===== src/rtl/pwm_pkg.sv =====
package pwm_pkg;
    typedef enum logic {
        ST_IDLE = 1'b0,
        ST_RUN  = 1'b1
    } pwm_state_e;
endpackage


===== src/rtl/pwm_timebase.sv =====
module pwm_timebase
    import pwm_pkg::*;
#(
    parameter int CW = 8
) (
    input  logic          clk,
    input  logic          rst_n,
    input  logic          run,
    input  logic [CW-1:0] period_a,
    output pwm_state_e    state_q,
    output logic [CW-1:0] cnt_q,
    output logic [CW-1:0] cnt_d,
    output logic          load,
    output logic          cyc_start
);
    pwm_state_e state_d;

    // state register
    always_ff @(posedge clk or negedge rst_n) begin
        if (!rst_n) begin
            state_q <= ST_IDLE;
            cnt_q   <= '0;
        end else begin
            state_q <= state_d;
            cnt_q   <= cnt_d;
        end
    end

    // transitions: START, WRAP, HALT
    always_comb begin
        state_d = state_q;
        cnt_d   = '0;
        load    = 1'b0;
        unique case (state_q)
            ST_IDLE: begin
                if (run) begin
                    state_d = ST_RUN;
                    load    = 1'b1;
                end
            end
            ST_RUN: begin
                if (!run) begin
                    state_d = ST_IDLE;
                end else if (cnt_q == period_a) begin
                    load = 1'b1;
                end else begin
                    cnt_d = cnt_q + CW'(1);
                end
            end
            default: state_d = ST_IDLE;
        endcase
    end

    // outputs
    always_comb begin
        cyc_start = (state_q == ST_RUN) && (cnt_q == '0);
    end
endmodule


===== src/rtl/pwm_match_bank.sv =====
module pwm_match_bank #(
    parameter int CW  = 8,
    parameter int NCH = 6,
    localparam int NMR = NCH + 1,
    localparam int SW  = $clog2(NMR)
) (
    input  logic              clk,
    input  logic              rst_n,
    input  logic              we,
    input  logic [SW-1:0]     sel,
    input  logic [CW-1:0]     wdata,
    input  logic              mode_we,
    input  logic [NCH-1:0]    mode_wdata,
    input  logic              load,
    output logic [NMR*CW-1:0] act_q,
    output logic [NMR*CW-1:0] act_d,
    output logic [NCH-1:0]    mode_q,
    output logic [NCH-1:0]    mode_d
);
    localparam logic [NCH-1:0] DMASK = {{(NCH-1){1'b1}}, 1'b0};

    for (genvar g = 0; g < NMR; g++) begin : g_reg
        logic [CW-1:0] hold_r;
        logic [CW-1:0] work_r;
        always_ff @(posedge clk or negedge rst_n) begin
            if (!rst_n) begin
                hold_r <= '0;
                work_r <= '0;
            end else begin
                if (load) work_r <= hold_r;
                if (we && (sel == SW'(g))) hold_r <= wdata;
            end
        end
        assign act_q[g*CW +: CW] = work_r;
        assign act_d[g*CW +: CW] = load ? hold_r : work_r;
    end

    logic [NCH-1:0] mode_hold;
    always_ff @(posedge clk or negedge rst_n) begin
        if (!rst_n) begin
            mode_hold <= '0;
            mode_q    <= '0;
        end else begin
            if (load) mode_q <= mode_hold;
            if (mode_we) mode_hold <= mode_wdata & DMASK;
        end
    end
    assign mode_d = load ? mode_hold : mode_q;
endmodule


===== src/rtl/pwm_edge_ch.sv =====
module pwm_edge_ch #(
    parameter int CW = 8
) (
    input  logic          clk,
    input  logic          rst_n,
    input  logic          run_d,
    input  logic [CW-1:0] cnt_d,
    input  logic [CW-1:0] per_d,
    input  logic [CW-1:0] own_d,
    input  logic [CW-1:0] prv_d,
    input  logic          dbl_d,
    output logic          q
);
    logic set_ev, clr_ev, q_d;

    always_comb begin
        if (dbl_d) begin
            set_ev = (cnt_d == prv_d);
            clr_ev = (cnt_d == own_d);
        end else begin
            set_ev = (cnt_d == '0);
            clr_ev = (cnt_d == own_d) && ((own_d == '0) || (own_d < per_d));
        end
        if (!run_d)      q_d = 1'b0;
        else if (clr_ev) q_d = 1'b0;
        else if (set_ev) q_d = 1'b1;
        else             q_d = q;
    end

    always_ff @(posedge clk or negedge rst_n) begin
        if (!rst_n) q <= 1'b0;
        else        q <= q_d;
    end
endmodule


===== src/rtl/pwm_multi_edge.sv =====
module pwm_multi_edge
    import pwm_pkg::*;
#(
    parameter int CW  = 8,
    parameter int NCH = 6,
    localparam int NMR = NCH + 1,
    localparam int SW  = $clog2(NMR)
) (
    input  logic           clk,
    input  logic           rst_n,
    input  logic           run,
    input  logic           mr_we,
    input  logic [SW-1:0]  mr_sel,
    input  logic [CW-1:0]  mr_wdata,
    input  logic           mode_we,
    input  logic [NCH-1:0] mode_wdata,
    output logic [NCH-1:0] pwm_o,
    output logic [CW-1:0]  count_o,
    output logic           cycle_start_o
);
    pwm_state_e         state_q;
    logic [CW-1:0]      cnt_d;
    logic               load;
    logic               running;
    logic [NMR*CW-1:0]  mr_act;
    logic [NMR*CW-1:0]  mr_nxt;
    logic [NCH-1:0]     mode_act;
    logic [NCH-1:0]     mode_nxt;

    pwm_timebase #(.CW(CW)) u_tb (
        .clk       (clk),
        .rst_n     (rst_n),
        .run       (run),
        .period_a  (mr_act[CW-1:0]),
        .state_q   (state_q),
        .cnt_q     (count_o),
        .cnt_d     (cnt_d),
        .load      (load),
        .cyc_start (cycle_start_o)
    );

    assign running = (state_q == ST_RUN);

    pwm_match_bank #(.CW(CW), .NCH(NCH)) u_bank (
        .clk        (clk),
        .rst_n      (rst_n),
        .we         (mr_we),
        .sel        (mr_sel),
        .wdata      (mr_wdata),
        .mode_we    (mode_we),
        .mode_wdata (mode_wdata),
        .load       (load),
        .act_q      (mr_act),
        .act_d      (mr_nxt),
        .mode_q     (mode_act),
        .mode_d     (mode_nxt)
    );

    for (genvar k = 0; k < NCH; k++) begin : g_ch
        pwm_edge_ch #(.CW(CW)) u_ch (
            .clk   (clk),
            .rst_n (rst_n),
            .run_d (run),
            .cnt_d (cnt_d),
            .per_d (mr_nxt[CW-1:0]),
            .own_d (mr_nxt[(k+1)*CW +: CW]),
            .prv_d (mr_nxt[k*CW +: CW]),
            .dbl_d (mode_nxt[k]),
            .q     (pwm_o[k])
        );
    end
endmodule


===== config.mk =====
export PLATFORM = sky130hd
export DESIGN_NAME = pwm_multi_edge
export DESIGN_NICKNAME = d
export VERILOG_FILES = /design/src/rtl/pwm_pkg.sv /design/src/rtl/pwm_timebase.sv /design/src/rtl/pwm_match_bank.sv /design/src/rtl/pwm_edge_ch.sv /design/src/rtl/pwm_multi_edge.sv
export SDC_FILE = /design/constraint.sdc
export NUM_CORES = 1
export LEC_CHECK = 0
export BUFFER_PORTS_ARGS = -buffer_cell sky130_fd_sc_hd__buf_2
export CORE_ASPECT_RATIO = 0.5
export CORE_MARGIN = 10
export CORE_UTILIZATION = 40
export DETAILED_ROUTE_END_ITERATION = 12
export SYNTH_ARGS = -nofsm -noshare
export SYNTH_HDL_FRONTEND = slang
export SYNTH_SLANG_ARGS = --single-unit
export TNS_END_PERCENT = 100

===== constraint.sdc =====
create_clock -name clk -period 3.9 [get_ports clk]
set_input_delay 0.195 -clock clk [delete_from_list [all_inputs] [get_ports clk]]
set_output_delay 0.195 -clock clk [all_outputs]
set_load 0.005 [all_outputs]

* Yosys cells after proc, flatten, opt, wreduce, memory -nomap -nowiden
Cells that the tools add are included.
** Word-level totals
- Register bits :: 138
- Word-level logic and storage cells :: 126
- Output and inout port bits :: 15
- Input bits :: 22
** Operators by class
- Add/subtract/negate cells :: 1
- Bitwise operators :: 1
- Reductions and logical operators :: 29
- Multiplexer cells :: 45
- Order comparisons :: 6
- Equality and inequality tests :: 20
** Operators by type and width (number)
- $mux 8 :: 10
- $eq 8x8->1 :: 8
- $logic_not 8->1 :: 8
- $lt 8x8->1 :: 6
- $mux 1 :: 33
- $ne 3x1->1 const B :: 6
- $logic_and 1x1->1 :: 14
- $eq 3x3->1 const B :: 3
- $add 8x1->8 const B :: 1
- $eq 3x2->1 const B :: 2
- $logic_or 1x1->1 :: 6
- $mux 6 :: 1
- $eq 3x1->1 const B :: 1
- $logic_not 3->1 :: 1
- $pmux 1 s2 :: 1
- $not 1->1 :: 1

* Longest topological paths before layout
Gate-level depths: netlist (run 1).
- Word-level depth :: 11
- Gate-level depth with buffers :: 21
- Gate-level depth less buffers :: 16

* Modules after synthesis
A second synthesis (run 1) with hierarchy kept.
** Second synthesis, totals
- Cells, all modules :: 665
- Area, all modules :: 7706.1 um2
** By module, submodules not included
- pwm_match_bank :: cells an instance 267, instances 1, area each 4606.9 um2, seq. area each 3078.0 um2
- pwm_edge_ch :: cells an instance 58, instances 6, area each 430.4 um2, seq. area each 25.0 um2
- pwm_timebase :: cells an instance 50, instances 1, area each 516.7 um2, seq. area each 225.2 um2

* Worst setup path before layout (run 1)
OpenSTA, ideal clock, no wires.
- Path type :: register to register
- From :: register u_tb.cnt_q[5]
- To :: register g_ch[1].u_ch.q
- Arrival :: 3.753 ns
- Path buffers :: 3
- Required time :: 3.780 ns
- Cell stages (with the launch flop) :: 17
- Period minus slack after synthesis :: 3.873 ns
- Library setup time :: 0.120 ns
- Setup slack :: 0.027 ns
- Path through :: dfrtp_1 clkbuf_1 xor2_1 nor4_4 a21oi_2 nor2_1 buf_2 buf_2 mux2i_1 ha_1 nor2b_1 o21ai_0 nand2b_1 or3_1 nor3_1 nor4_1 o211a_1
** Between the ends
- Longest elaborated chain between the ends :: 11
- Elaborated cells between the ends (all ways) :: 24
- Those cells by class :: 1 x add/sub; 1 x order compare; 4 x eq/ne; 14 x mux; 4 x reduce/logical
** Ends and longest elaborated chain
- start, declared :: RTL line pwm_timebase.sv:11 : output logic [CW-1:0] cnt_q,
- start signal, assigned :: RTL line pwm_timebase.sv:25 : cnt_q <= cnt_d;
- $eq 8x8->1 :: RTL line pwm_timebase.sv:44 : end else if (cnt_q == period_a) begin
- $mux 1 :: RTL line pwm_timebase.sv:44
- $mux 1 :: RTL line pwm_timebase.sv:42 : if (!run) begin
- $pmux 1 s2 :: RTL line pwm_timebase.sv:34 : unique case (state_q)
- $mux 8, on equally long branches
- $lt 8x8->1 / $logic_not 8->1 (equally long branches) :: RTL line pwm_edge_ch.sv:22 : clr_ev = (cnt_d == own_d) && ((own_d == '0) || (own_d < per_d));
- $logic_or 1x1->1 :: RTL line pwm_edge_ch.sv:22
- $logic_and 1x1->1 :: RTL line pwm_edge_ch.sv:22
- $mux 1 :: RTL line pwm_edge_ch.sv:17 : if (dbl_d) begin
- $mux 1 :: RTL line pwm_edge_ch.sv:25 : else if (clr_ev) q_d = 1'b0;
- $mux 1 :: RTL line pwm_edge_ch.sv:24 : if (!run_d) q_d = 1'b0;
- end signal, assigned :: RTL line pwm_edge_ch.sv:32 : else q <= q_d;
- end, declared :: RTL line pwm_edge_ch.sv:12 : output logic q
Several ways; a longest one is shown, not always the timed one.
A chain may end at the register's enable or synchronous reset.

* Worst setup path after layout (run 1)
- From :: register u_bank.g_reg[0].work_r[7]
- To :: register g_ch[0].u_ch.q
** Between the ends
- Longest elaborated chain between the ends :: 11
- Elaborated cells between the ends (all ways) :: 22
- Those cells by class :: 1 x order compare; 4 x eq/ne; 13 x mux; 4 x reduce/logical
** Ends and longest elaborated chain
- start, declared :: RTL line pwm_match_bank.sv:24 : logic [CW-1:0] work_r;
- start signal, assigned :: RTL line pwm_match_bank.sv:30 : if (load) work_r <= hold_r;
- $eq 8x8->1 * :: RTL line pwm_timebase.sv:44
- $mux 1 * :: RTL line pwm_timebase.sv:44
- $mux 1 * :: RTL line pwm_timebase.sv:42
- $pmux 1 s2 * :: RTL line pwm_timebase.sv:34
- $mux 8 *
- via g_ch[0].u_ch.per_d[5] :: RTL line pwm_edge_ch.sv:8 : input logic [CW-1:0] per_d,
- $lt 8x8->1 :: RTL line pwm_edge_ch.sv:22
- $logic_or 1x1->1 :: RTL line pwm_edge_ch.sv:22
- $logic_and 1x1->1 :: RTL line pwm_edge_ch.sv:22
- $mux 1 :: RTL line pwm_edge_ch.sv:17
- $mux 1 :: RTL line pwm_edge_ch.sv:25
- $mux 1 :: RTL line pwm_edge_ch.sv:24
- end signal, assigned :: RTL line pwm_edge_ch.sv:32
- end, declared :: RTL line pwm_edge_ch.sv:12
The timed path passes the listed nets; every way through them passes the cells marked *.

==> impl_results.md, run 1 <==
* Status: complete, no violations
* Worst slew pin tran at 1.197 ns
* Synthesized instance count at 817
* Flop pwr share at 0.390
* R2r setup slk at 0.17 ns
* Asr flop ratio synth at 1.000
* Yosys reg bits at around 140
* Share of cells above drive strength 1 at 0.2054
* Post-route clock period utilization at 0.9576
* Routed vias at 6836
* Critical Path Most Common Cell: nand2_1
* Layout area overhead at 16.29%
* Logic pwr share at 0.316
* Yosys top cell area share at 0.4370
* Vias in the first global route at 6578
* Commonest cells post-synth: 171 x nand2_1, 138 x dfrtp_1, 62 x mux2_2
* Area leader, netlist: dfrtp_1
* Clk sinks at 138
* Sequential-to-total area share from yosys stat at 0.4370
* Ports at 37
* Number of I/O port buffers at 35
* Clock skew at 0.01217 ns
* End of the worst hold path: u_bank.mode_hold[4]
* Slowest CP cell: dfrtp_1
* Peak supply drop at 0.2890 mV
* Tmin final at roughly 3.7 ns
* CTS max path bufs at 2
* Worst Path Required at approximately 4.2 ns
* CP Class: flop to flop
* DIE AREA at between 20000 and 30000 um^2
* Syn Std Cell Area at 7903 um^2
* RSZ-0062 raised after global routing: false
* Root Driver: clkbuf_16
* Die W at 218.8 um
* Syn Nets at 877
* Initial core utilization at 0.4071
* Post-CTS setup buffer count at 0
* Clock transition time at the flip-flop clock pins of the worst setup and hold paths at 0.06 ns
* Cells along the critical path: xor2_1 > nor4_4 > a21o_1 > nand2_4 > nand2_1 > nand2_1 > inv_1 > buf_4 > ha_1 > a211oi_1 > nor2_1 > nor3_1 > nand2_1 > o221ai_1 > a221oi_1
* Number of distinct library cells after synthesis at 77
* PnR worst setup slack at 0.1655 ns
* Fin. max-slew vios at 0
* Clk_lat worst skew at 0.43 ns
* Psw at approximately 2.2 mW
* Largest net degree at the start of global routing at 84
* Vias per cell at 5.934
* R2R cell count at 15
* Storage element area at around 3500 um^2
* Initial antenna violation count at 1
* First DRT Iteration DRCs at 700
* DRC viols at 0
* Nets@finish at 934
* H-tree levels at 4
* Fillcell total at 1840
* First-pass DRT Iterations at 6
* Critical Path End Type: flop
* # setup viols final at 0
* Slew headroom at 0.2000
* Remaining Overflow, GRT at 0
* Leakage at 4.217 nW
* GPL Wtd Cong at 0.9547
* CTS tree: done
* Total wire length at 26980 um
* Switch share at 0.3789
* Dpl ws at 0.2516 ns
* Area occupied by multi-input gates at 4165 um^2
* Post-DP HPWL at 20040 um
* Fin. Hold Viols at 0
* Mean area per synthesized cell at 9.673 um^2
* Most numerous cell in the Yosys netlist: nand2_1
* Synth warn at 0
* Synth area leaders: dfrtp_1 44%, mux2_2 8.8%, nand2_1 8.1%, ha_1 6.0%, o21ai_0 2.2%
* Core area at 19410 um^2
* Max Freq at 267.8 MHz
* FF-to-FF End: g_ch[0].u_ch.q
* Pwr Density at 618.0 nW/um^2
* Final ANT Viol Nets at 0
* GRT Resource Usage Total at 0.2051
* Cell Rows at 36
* CP arrival at 4.00 ns
* Min-delay src: mode_we
* ANT cells at 0
* Total negative slack at 0 ns
* CP Launch Type: flop
* Hold crit path type: input port to flop
* Slowest stage delay, CP at 0.45 ns
* RR Startpoint: u_bank.g_reg[0].work_r[7]
* Pwr Total at 5.680 mW
* Clock group share of total power at 0.294
* Max_cap viols at 0
* Routed len/inst at between 20 and 25 um
* Total CTS buffers at 17
* Synth Flop Type: dfrtp_1
* First-pass GRT wire length at 40720 um
* Die H at roughly 120 um
* Maximum fanout along the worst path at 7
* EDFF count, synth at 0
* Internal power consumption at approximately 3.5 mW
* WHS Path Cells at 2
[repair_timing]
action                                 in CTS  in global routing
setup endpoints to repair                   0                  1
endpoints found under the hold margin      86                  0
resized for setup                           0                  1
hold buffers                                6                  0
[area by class of cell]
class,count,share of cell area
repair buffers,78,0.05963
clock buffers,18,0.04779
inverters,25,0.01021
clock inverters,13,0.01715
flip-flops and latches,138,0.3758
well taps,266,0.03622
multi-input cells,614,0.4532
[cells in the final DEF, fill, tap and decap left out, types with 7 or more instances in the layout]
cell         n
nand2_1    171
dfrtp_1    138
o21ai_0     34
mux2i_1     13
mux2_2      62
nor2b_1      7
or3_1       12
ha_1        38
a21oi_1     27
nor4_1      22
xor2_1       8
inv_1       24
o22ai_1     10
inv_6        7
buf_2       34
a31oi_1      8
nor2_1      34
clkbuf_16   17
nor3_1      17
xnor2_1     14
nand2b_1     8
nand3_1     12
o31ai_1     12
buf_4       34
[through the flow]
step,util,cell area [um^2],hold slack [ns],std cells
floorplan,-,7903,-0.1006,817
global placement,0.4394,8529,0.3041,1115
detailed placement,0.4394,8529,0.3037,1115
CTS,0.4732,9186,0.05487,1152
global route,0.4734,9190,0.08030,1152
finish,0.4734,9190,0.07063,1152
[flip-flops by register name, indices dropped and copies added, names as in the netlist]
register,cells
u_tb.state_q,1
u_bank.g.work_r,56
g_ch.u_ch.q,6
u_bank.g.hold_r,56
u_bank.mode_hold,5
u_bank.mode_q,6
u_tb.cnt_q,8
[layer usage]
metal	routed length [um]	global-route usage
met2	10400	0.2651
met3	3440	0.09171
met5	0	0
met4	288	0.04240
met1	12850	0.3016
[power by group through the flow]
stage	registers, mW	logic (mW)	clock network (mW)
final	2.21	1.80	1.67
after global routing	2.24	2.00	1.75
after CTS	2.18	1.77	1.69
after detailed placement	2.21	1.75	0
after global placement	2.20	1.72	0
after floorplan	2.01	1.25	0
[logic make-up (layout without fill, tap and decap cells)]
kind of cell	count (synthesis)	in the layout	share of synthesized area
AND/OR/NAND/NOR	316	316	0.1881
XOR/XNOR	23	23	0.02549
AO/OA/AOI/OAI	158	158	0.1415
adder cells (fa/ha/maj)	42	42	0.06523
flip-flops	138	138	0.4370
buffers and inverters	65	134	0.03784
multiplexers	75	75	0.1048
[worst max path at each step]
stage / startpoint / end / slack (ns)
final: u_bank.g_reg[0].work_r[7] / g_ch[0].u_ch.q / 0.17
after global routing: u_bank.g_reg[0].work_r[7] / g_ch[1].u_ch.q / 0.02
after CTS: u_bank.g_reg[0].work_r[7] / g_ch[1].u_ch.q / 0.23
after floorplan: u_tb.cnt_q[5] / g_ch[1].u_ch.q / 0.03
after detailed placement: u_bank.g_reg[0].work_r[7] / g_ch[1].u_ch.q / 0.25
after global placement: u_bank.g_reg[0].work_r[7] / g_ch[1].u_ch.q / 0.30
[critical path, delay by kind of cell, from the launching register on]
family | cells | cell delay [ns]
simple gates | 7 | 1.11
compound gates | 4 | 1.02
buf+inv | 2 | 0.54
flops | 1 | 0.45
fa+ha+maj | 1 | 0.24
xor+xnor | 1 | 0.21
No activity file was read; power rests on OpenSTA's default activity.
==> run 2, diff against run 1 <==
--- a/config.mk
+++ b/config.mk
@@ -10,6 +10,7 @@
 export CORE_MARGIN = 10
 export CORE_UTILIZATION = 40
 export DETAILED_ROUTE_END_ITERATION = 12
+export REMOVE_ABC_BUFFERS = 1
 export SYNTH_ARGS = -nofsm -noshare
 export SYNTH_HDL_FRONTEND = slang
 export SYNTH_SLANG_ARGS = --single-unit
==> constraint.sdc (replaced) <==
create_clock -name clk -period 3.9 [get_ports clk]
set_input_delay 0.195 -clock clk [delete_from_list [all_inputs] [get_ports clk]]
set_output_delay 0.195 -clock clk [all_outputs]
set_load 0.1 [all_outputs]
==> run 2 against run 1 <==
Worst hold slack worse by 0.063 ns. Clock power barely moved. Sequential power shrank 4%. Via count shrank 0.57%. Utilization is 0.090 points higher. Power about the same. Register-to-register slack gained 0.15 ns. Final area is 0.19% higher. Combinational power increased by 7%. Maximum frequency grew 4.1%. First-iteration DRC count fell by 11%. Cell count rose by 0.52%.
==> impl_results.md, run 2 (synthesized netlist as in run 1, its figures left out) <==
* Total negative slack at 0 ns
* Initial core utilization at 0.4071
* CTS max path bufs at 2
* Area occupied by multi-input gates at 4170 um^2
* GPL Wtd Cong at 0.9331
* DIE AREA at 26120 um^2
* Clock transition time at the flip-flop clock pins of the worst setup and hold paths at around 0.06 ns
* Fin. Hold Viols at 0
* Crit path from: u_tb.cnt_q[6]
* Routed len/inst at between 20 and 25 um
* Hold crit path type: input port to flop
* CP Launch Type: flop
* Min Hold Slack at 0.007291 ns
* WL met3 at 2190 um
* Core area at 19410 um^2
* Share of cells above drive strength 1 at 0.2108
* Largest net degree at the start of global routing at 83
* Vias per cell at 5.870
* Clock skew at 0.006124 ns
* Critical Path End: g_ch[5].u_ch.q
* RSZ-0062 raised after global routing: false
* H-tree levels at 4
* Peak supply drop at 0.2743 mV
* Fin. max-slew vios at 0
* Pwr Density at 617.1 nW/um^2
* RR Startpoint: u_tb.cnt_q[6]
* Max Freq at 278.7 MHz
* R2R cell count at 17
* Clk sinks at 138
* Maximum fanout along the worst path at 6
* Final ANT Viol Nets at 0
* Cell Rows at 36
* Pwr Total at ~5.7 mW
* Max_cap viols at 0
* Vias in the first global route at 6730
* Biggest regs: u_bank.g.hold_r: 56 flops, u_bank.g.work_r: 56 flops, u_tb.cnt_q: 8 flops
* Critical Path End Type: flop
* First-pass GRT wire length at approximately 41000 um
* Storage element area at 3453 um^2
* Tmin final at around 3.6 ns
* Die W at 218.8 um
* # setup viols final at 0
* Status: complete, no violations
* Root Driver: clkbuf_16
* Met1 wire length at 12480 um
* Die H at 119.4 um
* Layout area overhead at 16.51%
* Number of I/O port buffers at 35
* Clk_lat worst skew at 0.43 ns
* GRT Resource Usage Total at 0.2078
* ANT cells at 0
* Nets@finish at 939
* Worst Path Required at 4.22 ns
* Ports at 37
* Post-route clock period utilization at 0.9202
* Area post-placement at 8552 um^2
* Post-DP HPWL at 18730 um
* First-pass DRT Iterations at 5
* DRC viols at 0
* Layout Cells excl Fill at 1158
* Commonest non-fill, non-tap cell in the layout: nand2_1
* Cells after DPL at 1120
* R2r setup slk at 0.31 ns
* Total wire length at 26700 um
* Routed vias at 6797
* CTS tree: done
* Most frequent cells in the layout: 171 x nand2_1, 138 x dfrtp_1, 62 x mux2_2, 43 x buf_4, 38 x ha_1
* Top layer in use: met4
* Fillcell total at 1843
* Slew headroom at 0.3279
* Remaining Overflow, GRT at 0
* FF-to-FF End: g_ch[5].u_ch.q
* Leakage at 4.237 nW
* Worst slew pin tran at 1.005 ns
* Metal2 WL at 11420 um
* CP Class: flop to flop
* Total CTS buffers at 17
* CP arrival at 3.90 ns
* Finished Cell Area at ~9000 um^2
* First DRT Iteration DRCs at 623
* Initial antenna violation count at 1
[run 2: what timing repair did]
action	CTS	global route
endpoints found under the hold margin	83	0
gates resized for setup	0	1
endpoints found under the setup margin	0	1
hold buffers	4	0
setup buffers	0	2
[run 2: per-layer routing]
| layer | GRT usage | up-vias |
|---|---|---|
| li1 | - | 3084 |
| met1 | 0.2946 | 3390 |
| met2 | 0.3010 | 276 |
| met3 | 0.05078 | 47 |
| met4 | 0.07323 | 0 |
| met5 | 0 | - |
[run 2: worst min-delay path by stage]
| stage | endpoint | depth (start not counted) | start |
|---|---|---|---|
| global route | u_bank.mode_hold[1] | 2 | mode_wdata[1] |
| finish | u_bank.mode_hold[1] | 2 | mode_wdata[1] |
| global placement | u_bank.g_reg[3].hold_r[4] | 1 | rst_n |
| detailed placement | u_bank.g_reg[3].hold_r[2] | 1 | rst_n |
| floorplan | g_ch[0].u_ch.q | 0 | rst_n |
| CTS | u_bank.mode_hold[1] | 2 | mode_wdata[1] |
[run 2: critical path: stages (launching register included)]
cell	delay, ns
dfrtp_1	0.47
xor2_1	0.20
nor4_4	0.40
a21oi_2	0.14
nor2_4	0.23
nand2_1	0.09
nand2_1	0.08
inv_1	0.14
buf_4	0.20
ha_1	0.29
a21oi_1	0.15
nor2b_1	0.06
o21ai_0	0.15
nand2_1	0.09
a221oi_1	0.28
o21ai_0	0.16
a22o_1	0.23
o311a_1	0.11
[run 2: where the power goes]
part | internal, mW | total, mW | switching [mW]
clock network | 1.02 | 1.64 | 0.618
logic | 0.793 | 1.92 | 1.13
registers | 1.76 | 2.12 | 0.356
[run 2: layout make-up]
type | instances | share of cell area
Timing Repair Buffer | 83 | 0.06129
Sequential cell | 138 | 0.3751
Clock buffer | 25 | 0.05490
Inverter | 25 | 0.01019
Tap cell | 266 | 0.03615
Clock inverter | 7 | 0.009512
Multi-Input combinational cell | 614 | 0.4529
[run 2: through the flow]
stage	setup slack (ns)	util
2_1_floorplan	-2.429	-
5_1_grt	0.0003548	0.4743
4_1_cts	0.2744	0.4731
6_report	0.3113	0.4743
3_5_place_dp	0.2899	0.4405
3_3_place_gp	0.3441	0.4405
==> run 3, diff against run 2 <==
--- a/config.mk
+++ b/config.mk
@@ -7,7 +7,6 @@
 export LEC_CHECK = 0
 export BUFFER_PORTS_ARGS = -buffer_cell sky130_fd_sc_hd__buf_2
 export CORE_ASPECT_RATIO = 0.5
-export CORE_MARGIN = 10
 export CORE_UTILIZATION = 40
 export DETAILED_ROUTE_END_ITERATION = 12
 export REMOVE_ABC_BUFFERS = 1
==> run 3 against run 2 <==
Sequential cell count is the same. Final area shrank 0.57%. Count of clock-buffer cells in the layout down 7. Die area is 22% lower. Setup slack got worse by 0.027 ns. Combinational power about the same. First-iteration DRC count fell by 7.9%. Worst hold slack worse by 0.0035 ns. Highest routed layer unchanged.
==> impl_results.md, run 3 (synthesized netlist as in run 1, its figures left out) <==
* Nets@finish at roughly 930
* Root Driver: clkbuf_16
* Post-route clock period utilization at 0.9270
* Largest delay contributor family on the critical path: simple AND/OR/NAND/NOR gates
* Clk sinks at ~140
* Total CTS buffers at 17
* # setup viols final at 0
* Cells along the critical path: xor2_1 > nor4_4 > a21o_1 > nand2_4 > nand2_1 > nand2_1 > inv_1 > ha_1 > a21oi_1 > nor2b_1 > o21ai_0 > nand2b_1 > or3_1 > a311o_1 > nand3_1 > a21oi_1
* Remaining Overflow, GRT at 0
* Largest net degree at the start of global routing at 82
* Critical path buffers and inverters at 1
* RR Startpoint: u_tb.cnt_q[7]
* Final ANT Viol Nets at 0
* Slowest stage delay, CP at 0.45 ns
* DIE AREA at 20360 um^2
* CTS max path bufs at 2
* Crit path from: u_tb.cnt_q[7]
* Clock skew at 0.01244 ns
* Fin. Hold Viols at 0
* Most frequent cells in the layout: 171 x nand2_1, 138 x dfrtp_1, 62 x mux2_2, 38 x ha_1, 37 x buf_4
* Max_cap viols at 0
* Fillcell total at 1749
* Status: complete, no violations
* Initial antenna violation count at 0
* Die W at approximately 200 um
* Min-delay src: mode_wdata[5]
* Vias per cell at ~6.0
* Pwr Density at 623.3 nW/um^2
* Biggest regs: u_bank.g.hold_r: 56 flops, u_bank.g.work_r: 56 flops, u_tb.cnt_q: 8 flops
* Fin. max-slew vios at 0
* Routed vias at 6814
* Leakage at 4.207 nW
* Core area at 18870 um^2
* Commonest non-fill, non-tap cell in the layout: nand2_1
* First DRT Iteration DRCs at 574
* Ports at 37
* Cell Rows at 35
* GRT Resource Usage Total at 0.2699
* PnR worst setup slack at ~0.28 ns
* Max Freq at approximately 280 MHz
* CTS tree: done
* Hold crit path type: input port to flop
* Dpl ws at around 0.26 ns
* CP arrival at 3.92 ns
* Share of cells above drive strength 1 at 0.2077
* Number of I/O port buffers at 35
* First-pass DRT Iterations at 8
* Slew headroom at 0.4327
* GPL Wtd Cong at 0.9305
* Total wire length at around 26000 um
* Initial core utilization at 0.4187
* Layout Cells excl Fill at 1145
* Cells after DPL at around 1100
* Post-DP HPWL at 18440 um
* Routed len/inst at 23.02 um
* Peak supply drop at about 0.34 mV
* Die H at 101.4 um
* Vias in the first global route at roughly 6500
* Tmin final at ~3.6 ns
* First-pass GRT wire length at between 40000 and 50000 um
* Clk_lat worst skew at 0.43 ns
* Maximum fanout along the worst path at 5
* H-tree levels at 4
* Slowest CP cell: dfrtp_1
* Clock transition time at the flip-flop clock pins of the worst setup and hold paths at approximately 0.070 ns
* CP Launch Type: flop
* Layout area overhead at 15.85%
* RSZ-0062 raised after global routing: false
* Worst slew pin tran at 0.8448 ns
* Worst Path Required at 4.21 ns
* DRC viols at 0
* Critical Path End Type: flop
* ANT cells at 0
* CP Class: flop to flop
[run 3: cell count changes in the layout (fill, tap and decap cells not counted), moves of 2 or more]
| cell | change |
|---|---|
| clkbuf_8 | -5 |
| buf_4 | -6 |
| clkinv_2 | -3 |
| inv_6 | +3 |
| clkbuf_1 | -2 |
| clkinv_4 | +6 |
[run 3: area by class of cell]
cell class,count,area (um^2),share of cell area
inverters,25,93.84,0.01025
repair buffers,77,529.3,0.05781
well taps,259,324.1,0.03540
clock buffers,18,429.2,0.04688
flip-flops and latches,138,3453,0.3772
clock inverters,14,162.7,0.01777
multi-input cells,614,4163,0.4547
[run 3: through the flow]
step / util / TNS, ns / hold WS (ns) / total power [mW] / area, um^2
floorplan: - / -40.02 / -0.1006 / 3.351 / 7697
global placement: 0.4513 / 0 / 0.2833 / 3.985 / 8518
detailed placement: 0.4513 / 0 / 0.2829 / 4.026 / 8518
CTS: 0.4843 / 0 / 0.0005783 / 5.675 / 9140
global route: 0.4851 / 0 / 0.01463 / 6.026 / 9155
finish: 0.4851 / 0 / 0.003806 / 5.706 / 9155
[run 3: metal layers]
| metal | track usage | vias to the layer above | part of all wire |
|---|---|---|---|
| met5 | 0 | - | 0 |
| li1 | - | 3103 | - |
| met2 | 0.4087 | 288 | 0.42 |
| met1 | 0.3894 | 3380 | 0.48 |
| met3 | 0.05277 | 43 | 0.083 |
| met4 | 0.08691 | 0 | 0.021 |
[run 3: worst reg2reg max path, delay by kind of cell, from the launching register on]
family,cells,cell delay (ns)
and+or+nand+nor,8,1.36
adders and majority gates,1,0.32
buffers and inverters,1,0.28
xor gates and xnor gates,1,0.19
AOI/OAI and AO/OA,5,0.90
DFF,1,0.45
[run 3: what timing repair did]
item                                    4_1_cts  5_1_grt
hold buffers                                  3        0
endpoints found under the hold margin        81        0
setup buffers                                 0        2
endpoints found under the setup margin        0        1
gates resized for setup                       0        0
[run 3: final timing paths]
path                                             endpoint  slack, ns  depth (start not counted)
worst max-delay path                       g_ch[4].u_ch.q       0.28                         16
worst min-delay path                  u_bank.mode_hold[5]      0.004                          2
worst max register to register             g_ch[4].u_ch.q       0.28                         16
worst min register to register  u_bank.g_reg[0].work_r[3]       0.49                          2
max in group asynchronous       u_bank.g_reg[2].work_r[0]       2.62                          3
min in group asynchronous       u_bank.g_reg[6].hold_r[2]       0.35                          2
[run 3: power breakdown]
group	internal, mW	total [mW]	switching [mW]
Combinational	0.799	1.92	1.12
Sequential	1.76	2.14	0.382
Clock	0.956	1.65	0.691
Total	3.52	5.71	2.19
